**src/rtl/stuff_pkg.sv**
```systemverilog
package stuff_pkg;
  localparam logic [7:0] MARKER_DEF = 8'h55;
  localparam logic [7:0] FILL_DEF   = 8'hAA;

  typedef enum logic {
    ENC_DIRECT,
    ENC_SECOND
  } enc_phase_e;

  typedef enum logic {
    DEC_PLAIN,
    DEC_ESCAPED
  } dec_phase_e;
endpackage

```
**src/rtl/rst_release.sv**
```systemverilog
module rst_release #(
  parameter int unsigned STAGES = 2
) (
  input  logic clk,
  input  logic arst_n,
  output logic rst_n
);
  logic [STAGES-1:0] sync_q;

  always_ff @(posedge clk or negedge arst_n) begin
    if (!arst_n) sync_q <= '0;
    else         sync_q <= {sync_q[STAGES-2:0], 1'b1};
  end

  assign rst_n = sync_q[STAGES-1];
endmodule

```
**src/rtl/beat_hold.sv**
```systemverilog
module beat_hold #(
  parameter int unsigned W = 8
) (
  input  logic         clk,
  input  logic         rst_n,
  input  logic         load,
  input  logic [W-1:0] load_data,
  input  logic         load_last,
  input  logic         ready_i,
  output logic         valid_o,
  output logic [W-1:0] data_o,
  output logic         last_o,
  output logic         free_o
);
  logic valid_d;

  assign free_o = !valid_o || ready_i;

  always_comb begin
    valid_d = valid_o;
    if (load)         valid_d = 1'b1;
    else if (ready_i) valid_d = 1'b0;
  end

  always_ff @(posedge clk or negedge rst_n) begin
    if (!rst_n) valid_o <= 1'b0;
    else        valid_o <= valid_d;
  end

  always_ff @(posedge clk or negedge rst_n) begin
    if (!rst_n) begin
      data_o <= '0;
      last_o <= 1'b0;
    end else if (load) begin
      data_o <= load_data;
      last_o <= load_last;
    end
  end


  hold_stable_chk: assert property (@(posedge clk) disable iff (!rst_n)
    valid_o && !ready_i |=> valid_o && $stable(data_o) && $stable(last_o));


  no_overwrite_chk: assert property (@(posedge clk) disable iff (!rst_n)
    load |-> free_o);
endmodule

```
**src/rtl/escape_encoder.sv**
```systemverilog
module escape_encoder
  import stuff_pkg::*;
#(
  parameter int unsigned     W      = 8,
  parameter logic [W-1:0]    MARKER = MARKER_DEF,
  parameter logic [W-1:0]    FILL   = FILL_DEF
) (
  input  logic         clk,
  input  logic         rst_n,
  input  logic         in_valid,
  output logic         in_ready,
  input  logic [W-1:0] in_data,
  input  logic         in_last,
  output logic         out_valid,
  input  logic         out_ready,
  output logic [W-1:0] out_data,
  output logic         out_last
);
  enc_phase_e   phase_q, phase_d;
  logic [W-1:0] pend_data_q;
  logic         pend_last_q;
  logic         slot_free, in_fire, reserved, load;
  logic [W-1:0] load_data;
  logic         load_last;

  assign reserved = (in_data == MARKER) || (in_data == FILL);
  assign in_ready = (phase_q == ENC_DIRECT) && slot_free;
  assign in_fire  = in_valid && in_ready;

  always_comb begin
    load      = 1'b0;
    load_data = in_data;
    load_last = in_last;
    phase_d   = phase_q;
    if (phase_q == ENC_SECOND) begin
      if (slot_free) begin
        load      = 1'b1;
        load_data = pend_data_q;
        load_last = pend_last_q;
        phase_d   = ENC_DIRECT;
      end
    end else if (in_fire) begin
      load = 1'b1;
      if (reserved) begin
        load_data = MARKER;
        load_last = 1'b0;
        phase_d   = ENC_SECOND;
      end
    end
  end

  always_ff @(posedge clk or negedge rst_n) begin
    if (!rst_n) phase_q <= ENC_DIRECT;
    else        phase_q <= phase_d;
  end

  always_ff @(posedge clk or negedge rst_n) begin
    if (!rst_n) begin
      pend_data_q <= '0;
      pend_last_q <= 1'b0;
    end else if (in_fire && reserved) begin
      pend_data_q <= in_data ^ MARKER;
      pend_last_q <= in_last;
    end
  end

  beat_hold #(.W(W)) u_out (
    .clk       (clk),
    .rst_n     (rst_n),
    .load      (load),
    .load_data (load_data),
    .load_last (load_last),
    .ready_i   (out_ready),
    .valid_o   (out_valid),
    .data_o    (out_data),
    .last_o    (out_last),
    .free_o    (slot_free)
  );


  esc_gap_chk: assert property (@(posedge clk) disable iff (!rst_n)
    in_valid && in_ready && reserved |=> !in_ready);


  esc_lead_chk: assert property (@(posedge clk) disable iff (!rst_n)
    in_valid && in_ready && reserved |=> out_valid && out_data == MARKER && !out_last);


  no_fill_out_chk: assert property (@(posedge clk) disable iff (!rst_n)
    out_valid |-> out_data != FILL);
endmodule

```
**src/rtl/escape_decoder.sv**
```systemverilog
module escape_decoder
  import stuff_pkg::*;
#(
  parameter int unsigned     W      = 8,
  parameter logic [W-1:0]    MARKER = MARKER_DEF,
  parameter logic [W-1:0]    FILL   = FILL_DEF
) (
  input  logic         clk,
  input  logic         rst_n,
  input  logic         in_valid,
  output logic         in_ready,
  input  logic [W-1:0] in_data,
  input  logic         in_last,
  output logic         out_valid,
  input  logic         out_ready,
  output logic [W-1:0] out_data,
  output logic         out_last,
  output logic         err
);
  dec_phase_e   phase_q, phase_d;
  logic         err_d;
  logic         slot_free, in_fire, is_marker, is_fill, load;
  logic [W-1:0] load_data;

  assign is_marker = (in_data == MARKER);
  assign is_fill   = (in_data == FILL);
  assign in_ready  = slot_free;
  assign in_fire   = in_valid && in_ready;

  always_comb begin
    load      = 1'b0;
    load_data = in_data;
    phase_d   = phase_q;
    err_d     = 1'b0;
    if (in_fire) begin
      if (phase_q == DEC_ESCAPED) begin
        load      = 1'b1;
        load_data = in_data ^ MARKER;
        phase_d   = DEC_PLAIN;
      end else if (is_marker) begin
        if (in_last) err_d   = 1'b1;
        else         phase_d = DEC_ESCAPED;
      end else if (!is_fill) begin
        load = 1'b1;
      end
    end
  end

  always_ff @(posedge clk or negedge rst_n) begin
    if (!rst_n) begin
      phase_q <= DEC_PLAIN;
      err     <= 1'b0;
    end else begin
      phase_q <= phase_d;
      err     <= err_d;
    end
  end

  beat_hold #(.W(W)) u_out (
    .clk       (clk),
    .rst_n     (rst_n),
    .load      (load),
    .load_data (load_data),
    .load_last (in_last),
    .ready_i   (out_ready),
    .valid_o   (out_valid),
    .data_o    (out_data),
    .last_o    (out_last),
    .free_o    (slot_free)
  );


  drop_chk: assert property (@(posedge clk) disable iff (!rst_n)
    in_valid && in_ready && phase_q == DEC_PLAIN && (is_marker || is_fill) |=> !out_valid);


  esc_emit_chk: assert property (@(posedge clk) disable iff (!rst_n)
    in_valid && in_ready && phase_q == DEC_ESCAPED |=> out_valid);


  err_quiet_chk: assert property (@(posedge clk) disable iff (!rst_n)
    err |-> !out_valid);
endmodule

```
**src/rtl/stuff_codec.sv**
```systemverilog
module stuff_codec
  import stuff_pkg::*;
#(
  parameter int unsigned        BYTE_W      = 8,
  parameter int unsigned        SYNC_STAGES = 2,
  parameter logic [BYTE_W-1:0]  MARKER      = MARKER_DEF,
  parameter logic [BYTE_W-1:0]  FILL        = FILL_DEF
) (
  input  logic              clk,
  input  logic              arst_n,
  input  logic              enc_in_valid,
  output logic              enc_in_ready,
  input  logic [BYTE_W-1:0] enc_in_data,
  input  logic              enc_in_last,
  output logic              enc_out_valid,
  input  logic              enc_out_ready,
  output logic [BYTE_W-1:0] enc_out_data,
  output logic              enc_out_last,
  input  logic              dec_in_valid,
  output logic              dec_in_ready,
  input  logic [BYTE_W-1:0] dec_in_data,
  input  logic              dec_in_last,
  output logic              dec_out_valid,
  input  logic              dec_out_ready,
  output logic [BYTE_W-1:0] dec_out_data,
  output logic              dec_out_last,
  output logic              dec_err
);
  logic rst_n;

  rst_release #(.STAGES(SYNC_STAGES)) u_rst (
    .clk    (clk),
    .arst_n (arst_n),
    .rst_n  (rst_n)
  );

  escape_encoder #(.W(BYTE_W), .MARKER(MARKER), .FILL(FILL)) u_enc (
    .clk       (clk),
    .rst_n     (rst_n),
    .in_valid  (enc_in_valid),
    .in_ready  (enc_in_ready),
    .in_data   (enc_in_data),
    .in_last   (enc_in_last),
    .out_valid (enc_out_valid),
    .out_ready (enc_out_ready),
    .out_data  (enc_out_data),
    .out_last  (enc_out_last)
  );

  escape_decoder #(.W(BYTE_W), .MARKER(MARKER), .FILL(FILL)) u_dec (
    .clk       (clk),
    .rst_n     (rst_n),
    .in_valid  (dec_in_valid),
    .in_ready  (dec_in_ready),
    .in_data   (dec_in_data),
    .in_last   (dec_in_last),
    .out_valid (dec_out_valid),
    .out_ready (dec_out_ready),
    .out_data  (dec_out_data),
    .out_last  (dec_out_last),
    .err       (dec_err)
  );
endmodule

```
**config.mk**
```make
export PLATFORM = sky130hd
export DESIGN_NAME = stuff_codec
export DESIGN_NICKNAME = d
export VERILOG_FILES = /design/src/rtl/stuff_pkg.sv /design/src/rtl/rst_release.sv /design/src/rtl/beat_hold.sv /design/src/rtl/escape_encoder.sv /design/src/rtl/escape_decoder.sv /design/src/rtl/stuff_codec.sv
export SDC_FILE = /design/constraint.sdc
export NUM_CORES = 1
export LEC_CHECK = 0
export BUFFER_PORTS_ARGS = -buffer_cell sky130_fd_sc_hd__buf_2
export CAP_MARGIN = 30
export CORE_MARGIN = 2
export CORE_UTILIZATION = 42
export DETAILED_ROUTE_END_ITERATION = 10
export GPL_TIMING_DRIVEN = 0
export PLACE_DENSITY_LB_ADDON = 0.3
export SYNTH_ARGS = -nofsm -noshare
export SYNTH_HDL_FRONTEND = slang
export SYNTH_SLANG_ARGS = --single-unit
```
**constraint.sdc**
```tcl
create_clock -name clk -period 2.52 [get_ports clk]
set_input_delay 0.252 -clock clk [delete_from_list [all_inputs] [get_ports clk]]
set_output_delay 0.252 -clock clk [all_outputs]
set_load 0.02 [all_outputs]
```
After elaboration in Yosys (flattened, before gate mapping)
Cells that the tools add are included.
{"block": "word_totals", "reg_bits": 34, "output_inout_bits": 23, "inputBits": 24, "word_cells": 62}
{"block": "classes", "n_mux": 32, "bitwise_logic": 3, "reduce_logical": 11, "n_eq_ne": 4}
{"operator": "$mux 8", "count": 4}
{"operator": "$mux 1", "count": 26}
{"operator": "$eq 8x7->1 const B", "count": 2}
{"operator": "$eq 8x8->1 const B", "count": 2}
{"operator": "$mux 7", "count": 2}
{"operator": "$not 4->4", "count": 2}
{"operator": "$logic_and 1x1->1", "count": 4}
{"operator": "$reduce_bool 2->1", "count": 2}
{"operator": "$logic_or 1x1->1", "count": 3}
{"operator": "$logic_not 1->1", "count": 2}
{"operator": "$not 1->1", "count": 1}

Logic depth before layout (Yosys ltp)
Gate-level depths: netlist of run 1.
{"block": "logic_depth", "ltp_word": 7, "mapped_depth": 6, "mapped_depth_nobuf": 5}

By module
Synthesis of run 1 repeated with hierarchy kept, for this count alone.
{"block": "unflattened", "cells_unflattened": 132, "hier_area_um2": 1716.6}
{"module": "beat_hold", "cells_per_inst": 22, "seq_area_each_um2": 250.2, "area_each_um2": 409.1, "n_inst": 2}
{"module": "escape_encoder", "cells_per_inst": 65, "seq_area_each_um2": 250.2, "area_each_um2": 668.1, "n_inst": 1}
{"module": "escape_decoder", "cells_per_inst": 20, "seq_area_each_um2": 50.0, "area_each_um2": 176.4, "n_inst": 1}
{"module": "rst_release", "cells_per_inst": 3, "seq_area_each_um2": 50.0, "area_each_um2": 53.8, "n_inst": 1}

Least setup slack after synthesis of run 1
No wires, ideal clock.
{"block": "synth_path", "kind": "register to register", "from": "reg u_enc.u_out.valid_o", "to": "reg u_enc.pend_data_q[1]", "required_time_ps": 2395, "n_path_buf": 0, "setup_time_ps": 125, "setup_slack_ps": 723, "t_arrival_ps": 1672, "path_stages_with_launch": 5, "synth_period_minus_slack_ps": 1797, "cell_sequence": "dfrtp_1 > and2b_2 > nor2_1 > o211ai_4 > mux2_4"}
{"block": "synth_between", "elab_chain_cells": 5}
{"element": "start, declared", "line": "beat_hold.sv:10", "text": "output logic valid_o,"}
{"element": "start signal, assigned", "line": "beat_hold.sv:27", "text": "else valid_o <= valid_d;"}
{"element": "$logic_not 1->1", "line": "beat_hold.sv:17", "text": "assign free_o = !valid_o || ready_i;"}
{"element": "$logic_or 1x1->1", "line": "beat_hold.sv:17"}
{"element": "$logic_and 1x1->1", "line": "escape_encoder.sv:27", "text": "assign in_ready = (phase_q == ENC_DIRECT) && slot_free;"}
{"element": "net enc_in_ready", "line": "stuff_codec.sv:12", "text": "output logic enc_in_ready,"}
{"element": "$logic_and 1x1->1", "line": "escape_encoder.sv:28", "text": "assign in_fire = in_valid && in_ready;"}
{"element": "$logic_and 1x1->1", "line": "escape_encoder.sv:61", "text": "end else if (in_fire && reserved) begin"}
{"element": "end signal, assigned", "line": "escape_encoder.sv:62", "text": "pend_data_q <= in_data ^ MARKER;"}
{"element": "end, declared", "line": "escape_encoder.sv:20", "text": "logic [W-1:0] pend_data_q;"}
The timed path passes the listed nets, and every way through them passes these cells.
A chain may end at the register's enable or synchronous reset.

Worst setup path in the final report of run 1
{"block": "layout_path", "from": "reg u_enc.u_out.valid_o", "to": "out enc_in_ready"}
{"block": "layout_between", "elab_chain_cells": 3}
{"element": "$logic_not 1->1", "line": "beat_hold.sv:17"}
{"element": "$logic_or 1x1->1", "line": "beat_hold.sv:17"}
{"element": "$logic_and 1x1->1", "line": "escape_encoder.sv:27"}
{"element": "end, declared", "line": "stuff_codec.sv:12"}
Every way passes these cells.

==> results of run 1 <==
[state kept, by name, summed over array words and instances, names as in the netlist]
name	cells
u_dec.u_out.data_o	8
u_enc.pend_data_q	8
u_enc.u_out.data_o	8
u_rst.sync_q	2
u_dec.err	1
u_dec.phase_q	1
u_dec.u_out.last_o	1
u_dec.u_out.valid_o	1
u_enc.pend_last_q	1
u_enc.phase_q	1
u_enc.u_out.last_o	1
u_enc.u_out.valid_o	1
[path summary, 6_finish.rpt]
| kind | from | to | slack (ns) | cells after the start |
|---|---|---|---|---|
| max | u_enc.u_out.valid_o | enc_in_ready | 0.85 | 3 |
| min | enc_in_data[0] | u_enc.pend_data_q[0] | 0.11 | 2 |
| max reg2reg | u_enc.u_out.valid_o | u_enc.u_out.data_o[5] | 0.89 | 5 |
| min reg2reg | u_rst.sync_q[1] | u_dec.u_out.data_o[5] | 0.26 | 0 |
| max in group asynchronous | u_rst.sync_q[1] | u_enc.u_out.data_o[4] | 1.75 | 1 |
| min in group asynchronous | arst_n | u_rst.sync_q[0] | 0.21 | 2 |
[layout make-up]
class | count | area [um^2] | area share
clock inverters | 2 | 10.01 | 0.005236
repair buffers | 48 | 267.8 | 0.1401
multi-input cells | 98 | 655.6 | 0.3429
well taps | 46 | 57.56 | 0.03010
flip-flops and latches | 34 | 850.8 | 0.4450
plain buffers | 5 | 28.78 | 0.01505
inverters | 1 | 3.754 | 0.001963
clock buffers | 5 | 37.54 | 0.01963
[kinds of logic (layout without fill, tap and decap cells)]
family | after synthesis | after routing
AO/OA/AOI/OAI | 38 | 38
AND/OR/NAND/NOR | 49 | 49
other | 1 | 1
buffers and inverters | 6 | 61
flip-flops | 34 | 34
multiplexers | 10 | 10
[metrics by stage]
step / hold slack, ns / total power, mW
finish: 0.1141 / 1.159
global placement: 0.03723 / 0.8752
floorplan: -0.04359 / 0.7859
detailed placement: 0.03988 / 0.8910
global route: 0.1140 / 1.228
CTS: 0.1054 / 1.171
[cells in the mapped netlist (2+ instances only)]
master / n
dfrtp_1: 34
nor2_1: 14
a21oi_1: 12
nand2_1: 12
a22oi_1: 5
mux2_2: 5
mux2_4: 5
a31oi_1: 4
and2b_1: 4
o21ai_1: 4
o22ai_1: 4
o2bb2ai_1: 3
a211oi_1: 2
and2_1: 2
and4bb_2: 2
buf_2: 2
clkbuf_1: 2
nand3_1: 2
nand4_1: 2
nor2_2: 2
nor4bb_1: 2
or4_1: 2
[metal layers]
| layer | vias up | part of all wire | track usage |
|---|---|---|---|
| met5 | - | 0 | 0 |
| met4 | 0 | 0.021 | 0.09840 |
| met3 | 10 | 0.081 | 0.05035 |
| met2 | 59 | 0.49 | 0.3255 |
| met1 | 620 | 0.40 | 0.2072 |
| li1 | 609 | - | - |
[power breakdown]
part / switching [mW] / internal [mW]
clock: 0.179 / 0.100
sequential: 0.0355 / 0.599
combinational: 0.144 / 0.100
total: 0.359 / 0.800
[critical path, delay by kind of cell, from the launching register on]
family,cells,cell delay [ns]
flip-flops,1,0.38
AND/OR/NAND/NOR,2,0.48
buffers and inverters,1,0.23
[timing repair]
item / in CTS / in global routing
endpoints found under the setup margin: 0 / 0
endpoints found under the hold margin: 2 / 0
buffers inserted: 0 / 0
gates resized for setup: 0 / 0
hold buffers: 1 / 0
==> reports/summary.log, run 1 <==
INFO  timing         final_setup_vio_count=0
INFO  detailed_routing first_iter_violations=59
INFO  logic_synthesis mappedNetlistArea=1539um^2
INFO  logic_synthesis multiplexer_area_fraction_after_synthesis=0.08537
INFO  die            dieWidth=64.53um
INFO  cts            cts_buffer_depth=2
INFO  logic_synthesis yosysSeqAreaShare=0.5528
INFO  timing         totalNegativeSetupSlack=0ns
INFO  power_and_ir_drop maximum_vdd_drop=398.4uV
INFO  die            standard_cell_rows=21
INFO  detailed_routing drt_pass1_iterations=4
INFO  global_route   grt_overflow_total=0
INFO  detailed_routing vias_per_cell=5.431
INFO  logic_synthesis synth_simple_gate_area_share=0.1748
INFO  die            floorplan.die_area=4164um^2
INFO  detailed_routing drcViolationCount=0
INFO  detailed_routing dr_total_vias=1298
INFO  detailed_routing route.detailed.wl_per_inst=14.60um
INFO  detailed_routing ant_nets=0
INFO  timing         report.final.hold_viol_count=0
INFO  timing         timing.final.max_slew_violations=0
INFO  power_and_ir_drop p_leak=0.8921nW
INFO  logic_synthesis synthDominantCellAreaShare=0.5528
INFO  logic_synthesis synthesis.area_per_instance=11.15um^2
INFO  finish         layout-drive-gt1-share=0.3834
INFO  die            core=3416um^2
INFO  logic_synthesis count_of_flip_flops_with_a_built_in_enable_after_synthesis=0
INFO  finish         antenna_cell_count=0
INFO  global_route   first_global_vias=1295
INFO  placed_design  pre_cts_slack=0.7546ns
INFO  cts            htreeDepth=2
INFO  cts            worst_skew_pair.late_latency=0.34ns
INFO  timing         max_slew_headroom_at_the_worst_pin=0.5888
INFO  placed_design  dp.final_hpwl=2634um
INFO  die            dieHeight=64.53um
INFO  global_route   grt.total_usage=0.1865
INFO  finish         fin_util=0.5597
INFO  critical_path  critical_path.startpoint_type=flip-flop
INFO  placed_design  finalWeightedCongestion=0.8600
INFO  critical_path  cpPeakStageDelay=0.38ns
INFO  placed_design  place.port_buffers=46
INFO  logic_synthesis synthFlopType=dfrtp_1
INFO  logic_synthesis synth_xor_area_frac=0
INFO  critical_path  cp_data_arrival_time=1.42ns
INFO  die            top_level_ports=47
INFO  timing         fin_skew=0.01243ns
INFO  logic_synthesis synth_area_leaders=dfrtp_1 55%, mux2_4 4.9%, a21oi_1 3.9%
INFO  finish         layout.filler_cells=313
INFO  die            initial_core_util=0.4505
INFO  logic_synthesis syn-instance-count=138
INFO  timing         setup_repair_after_global_routing_missed_its_margin=false
INFO  finish         areaGrowthSynthToFinish=24.23%
INFO  critical_path  worst-setup-path-type=reg -> out
INFO  finish         leading_cell_types_in_the_layout_fill_and_taps_excluded=48 x buf_2, 34 x dfrtp_1, 14 x nor2_1
INFO  cts            numCtsBuffers=5
INFO  cts            cts_num_sinks=34
INFO  logic_synthesis synth_top_family_by_area=simple AND/OR/NAND/NOR gates
INFO  status         status=finished, final reports clean
INFO  critical_path  critical_path.cell_chain=and2b_2, nor2_1, buf_2
INFO  finish         layout.cells.most_common=buf_2
INFO  timing         clock.fmax=598.3MHz
INFO  logic_synthesis synth_adder_area_share=0
INFO  global_route   grt_antenna_before_repair=0
INFO  placed_design  placed_cell_area=1854um^2
INFO  finish         post_layout_nonfiller_instances=239
INFO  logic_synthesis yosys.cell_types.count=34
INFO  logic_synthesis flip_flop_and_latch_count_after_synthesis=34
INFO  job            cap_violations=0
INFO  logic_synthesis synth.net_count=162
INFO  detailed_routing totalWireLength=3490um
INFO  hold_path      worstHoldPathType=in -> reg
INFO  timing         max_slew.worst_pin.slew=0.6169ns
INFO  cts            clkTransAtPathRegs=0.10ns
INFO  logic_synthesis synthesis.yosys.warnings=0
INFO  global_route   grt_start_max_net_pins=21
INFO  placed_design  number_of_cells_after_detailed_placement=231
INFO  power_and_ir_drop power.density=606.2nW/um^2
INFO  critical_path  endpoint_kind=output port
INFO  timing         final_critical_path_setup_slack=0.8486ns
INFO  logic_synthesis synth_top_area_cell=dfrtp_1
INFO  timing         post-route-min-period=1.671ns
INFO  logic_synthesis synth_compound_gate_area_share=0.1634
INFO  critical_path  worstPathRequired=2.27ns
INFO  finish         final_net_count=217
INFO  global_route   grt_pass1_wl=5844um
INFO  logic_synthesis asyncSetResetFlopFracSynth=1.000
INFO  timing         layout_worst_path_cycle_share=0.6632
INFO  cts            ctsRootBufferMaster=clkbuf_4
INFO  cts            tritoncts=done
INFO  critical_path  cp_max_fo=4
INFO  critical_path  crit_path_top_delay_cell=dfrtp_1
INFO  finish         finish.instance_area=1912um^2
Note: power is estimated with default switching activity, not from simulation.
==> inputs of run 2 (changes only) <==
Clock period 2.52 ns to 1.7 ns, I/O delays scaled along.
==> reports/summary.log, run 2 (synthesis results as in run 1) <==
INFO  status         status=finished, final reports clean
INFO  detailed_routing vias_per_cell=5.221 [-3.9%]
INFO  timing         final_setup_vio_count=0 [unchanged]
INFO  timing         layout_worst_path_cycle_share=0.9133
INFO  critical_path  endpoint_kind=flip-flop
INFO  timing         clock.fmax=644.0MHz
INFO  finish         antenna_cell_count=0 [unchanged]
INFO  job            cap_violations=0 [unchanged]
INFO  timing         post-route-min-period=1.553ns
INFO  cts            ctsRootBufferMaster=clkbuf_4
INFO  global_route   grt_start_max_net_pins=21 [unchanged]
INFO  die            standard_cell_rows=21 [unchanged]
INFO  hold_path      worstHoldPathType=in -> reg
INFO  detailed_routing totalWireLength=3273um [-6.2%]
INFO  global_route   grt_pass1_wl=5506um [-5.8%]
INFO  global_route   grt_overflow_total=0 [unchanged]
INFO  global_route   first_global_vias=1220 [-5.8%]
INFO  timing         setup_repair_after_global_routing_missed_its_margin=false
INFO  die            initial_core_util=0.4505 [unchanged]
INFO  power_and_ir_drop sw_frac_of_total=0.2978 [-0.01221]
INFO  cts            cts_buffer_depth=2 [unchanged]
INFO  critical_path  worst-setup-path-type=reg -> reg
INFO  placed_design  place.port_buffers=46 [unchanged]
INFO  power_and_ir_drop clkPwrFrac=0.262 [+0.021]
INFO  die            dieWidth=64.53um [unchanged]
INFO  critical_path  cp_data_arrival_time=1.77ns [+0.35 ns]
INFO  timing         max_slew_headroom_at_the_worst_pin=0.5954 [+0.006647]
INFO  die            dieHeight=64.53um [unchanged]
INFO  power_and_ir_drop sequentialPowerShare=0.534 [-0.014]
INFO  critical_path  cp_max_fo=7 [+3]
INFO  detailed_routing ant_nets=0 [unchanged]
INFO  timing         report.final.hold_viol_count=0 [unchanged]
INFO  detailed_routing dr_total_vias=1253 [-3.5%]
INFO  critical_path  worstPathRequired=1.92ns [-0.35 ns]
INFO  timing         totalNegativeSetupSlack=0ns [unchanged]
INFO  die            core=3416um^2 [unchanged]
INFO  finish         leading_cell_types_in_the_layout_fill_and_taps_excluded=48 x buf_2, 34 x dfrtp_1, 12 x nand2_1, 12 x nor2_1, 12 x a21oi_1
INFO  detailed_routing drt_pass1_iterations=4 [unchanged]
INFO  cts            postCtsSetupBuffers=0 [unchanged]
INFO  detailed_routing route.detailed.wl_per_inst=13.64um [-6.6%]
INFO  timing         max_slew.worst_pin.slew=0.6069ns [-0.009971 ns]
INFO  timing         fin_skew=0.009563ns [-0.002872 ns]
INFO  cts            numCtsBuffers=5 [unchanged]
INFO  cts            clkTransAtPathRegs=0.10ns [about the same]
INFO  timing         timing.final.max_slew_violations=0 [unchanged]
INFO  power_and_ir_drop net_switching_component_of_the_power=0.5251mW [+46%]
INFO  critical_path  critical_path.startpoint_type=flip-flop
INFO  global_route   grt.total_usage=0.1748 [-0.01178]
INFO  cts            htreeDepth=2 [unchanged]
INFO  power_and_ir_drop power.density=912.8nW/um^2 [+51%]
INFO  power_and_ir_drop post-layout-total-power=1.763mW [+52%]
INFO  finish         finish.instance_area=1932um^2 [+1.0%]
INFO  detailed_routing drcViolationCount=0 [unchanged]
INFO  global_route   grt_antenna_before_repair=0 [unchanged]
INFO  cts            cts_num_sinks=34 [unchanged]
INFO  finish         reg_top3=u_dec.u_out.data_o (8), u_enc.pend_data_q (8), u_enc.u_out.data_o (8)
INFO  cts            tritoncts=done
INFO  finish         final_net_count=217 [unchanged]
INFO  cts            worst_skew_pair.late_latency=0.34ns [about the same]
INFO  die            top_level_ports=47 [unchanged]
INFO  power_and_ir_drop maximum_vdd_drop=436.1uV [+9.5%]
INFO  placed_design  finalWeightedCongestion=0.7890 [-8.3%]
INFO  power_and_ir_drop p_leak=0.8972nW [+0.57%]
INFO  placed_design  dp.final_hpwl=2506um [-4.9%]
INFO  placed_design  placed_cell_area=1859um^2 [+0.27%]
INFO  finish         areaGrowthSynthToFinish=25.53%
INFO  detailed_routing first_iter_violations=102 [+73%]
INFO  timing         hold-worst-slack=0.03731ns [-0.07684 ns]
INFO  power_and_ir_drop p_int=1.238mW [+55%]
INFO  die            floorplan.die_area=4164um^2 [unchanged]
INFO  power_and_ir_drop combinationalPowerShare=0.204 [-0.007]
INFO  finish         layout-drive-gt1-share=0.3969 [+0.01349]
INFO  finish         layout.cells.most_common=buf_2
## run 2: cell count changes in the layout (fill, tap and decap cells not counted), sizes merged
| cell | change |
|---|---|
| clkbuf | +2 |
| clkinv | -1 |
## run 2: stage by stage
stage | std cells | utilization | worst slack [ns]
2_1_floorplan | 138 | - | 0.07974
3_3_place_gp | 230 | 0.5363 | -0.02239
3_5_place_dp | 231 | 0.5443 | -0.02141
4_1_cts | 240 | 0.5656 | 0.1202
5_1_grt | 240 | 0.5656 | 0.02423
6_report | 240 | 0.5656 | 0.1473
## run 2: layout make-up
type | count | area (um^2)
clock buffers | 7 | 55.05
multi-input cells | 98 | 663.1
clock inverters | 1 | 5.005
flip-flops and latches | 34 | 850.8
plain buffers | 5 | 28.78
repair buffers | 48 | 267.8
well taps | 46 | 57.56
fillers | 335 | 1484
inverters | 1 | 3.754
## run 2: critical path, stage by stage (launching register included)
cell	delay [ns]
dfrtp_1	0.39
nand2b_2	0.10
and2_1	0.12
clkbuf_1	0.23
o21a_2	0.25
mux2_2	0.34
## run 2: repair_timing
| action | 4_1_cts | 5_1_grt |
|---|---|---|
| hold buffers | 1 | 0 |
| endpoints found under the setup margin | 9 | 0 |
| resized for setup | 1 | 0 |
| endpoints found under the hold margin | 2 | 0 |
## run 2: path summary, 6_finish.rpt
path / endpoint / startpoint / depth (start not counted) / slack [ns]
worst min-delay path: u_enc.pend_data_q[4] / enc_in_data[4] / 2 / 0.04
min in group asynchronous: u_rst.sync_q[0] / arst_n / 2 / 0.14
max in group asynchronous: u_enc.u_out.data_o[2] / u_rst.sync_q[1] / 1 / 0.95
worst max register to register: u_dec.u_out.last_o / u_dec.u_out.valid_o / 5 / 0.15
worst max-delay path: u_dec.u_out.last_o / u_dec.u_out.valid_o / 5 / 0.15
worst min register to register: u_dec.u_out.data_o[2] / u_rst.sync_q[1] / 0 / 0.24
## run 2: power by group through the flow
stage / Clock (mW) / Sequential [mW] / Combinational, mW
floorplan: 0 / 1.04 / 0.129
global placement: 0 / 0.960 / 0.338
detailed placement: 0 / 0.959 / 0.361
CTS: 0.479 / 0.943 / 0.363
global route: 0.527 / 0.954 / 0.394
finish: 0.463 / 0.942 / 0.359
## run 2: routing by layer
metal  vias up  routed length, um  track usage
met5         -                  0            0
met4         0                 72      0.08777
met3         8                160      0.04340
met2        31               1644       0.2943
met1       603               1396       0.2077
li1        611                  -            -
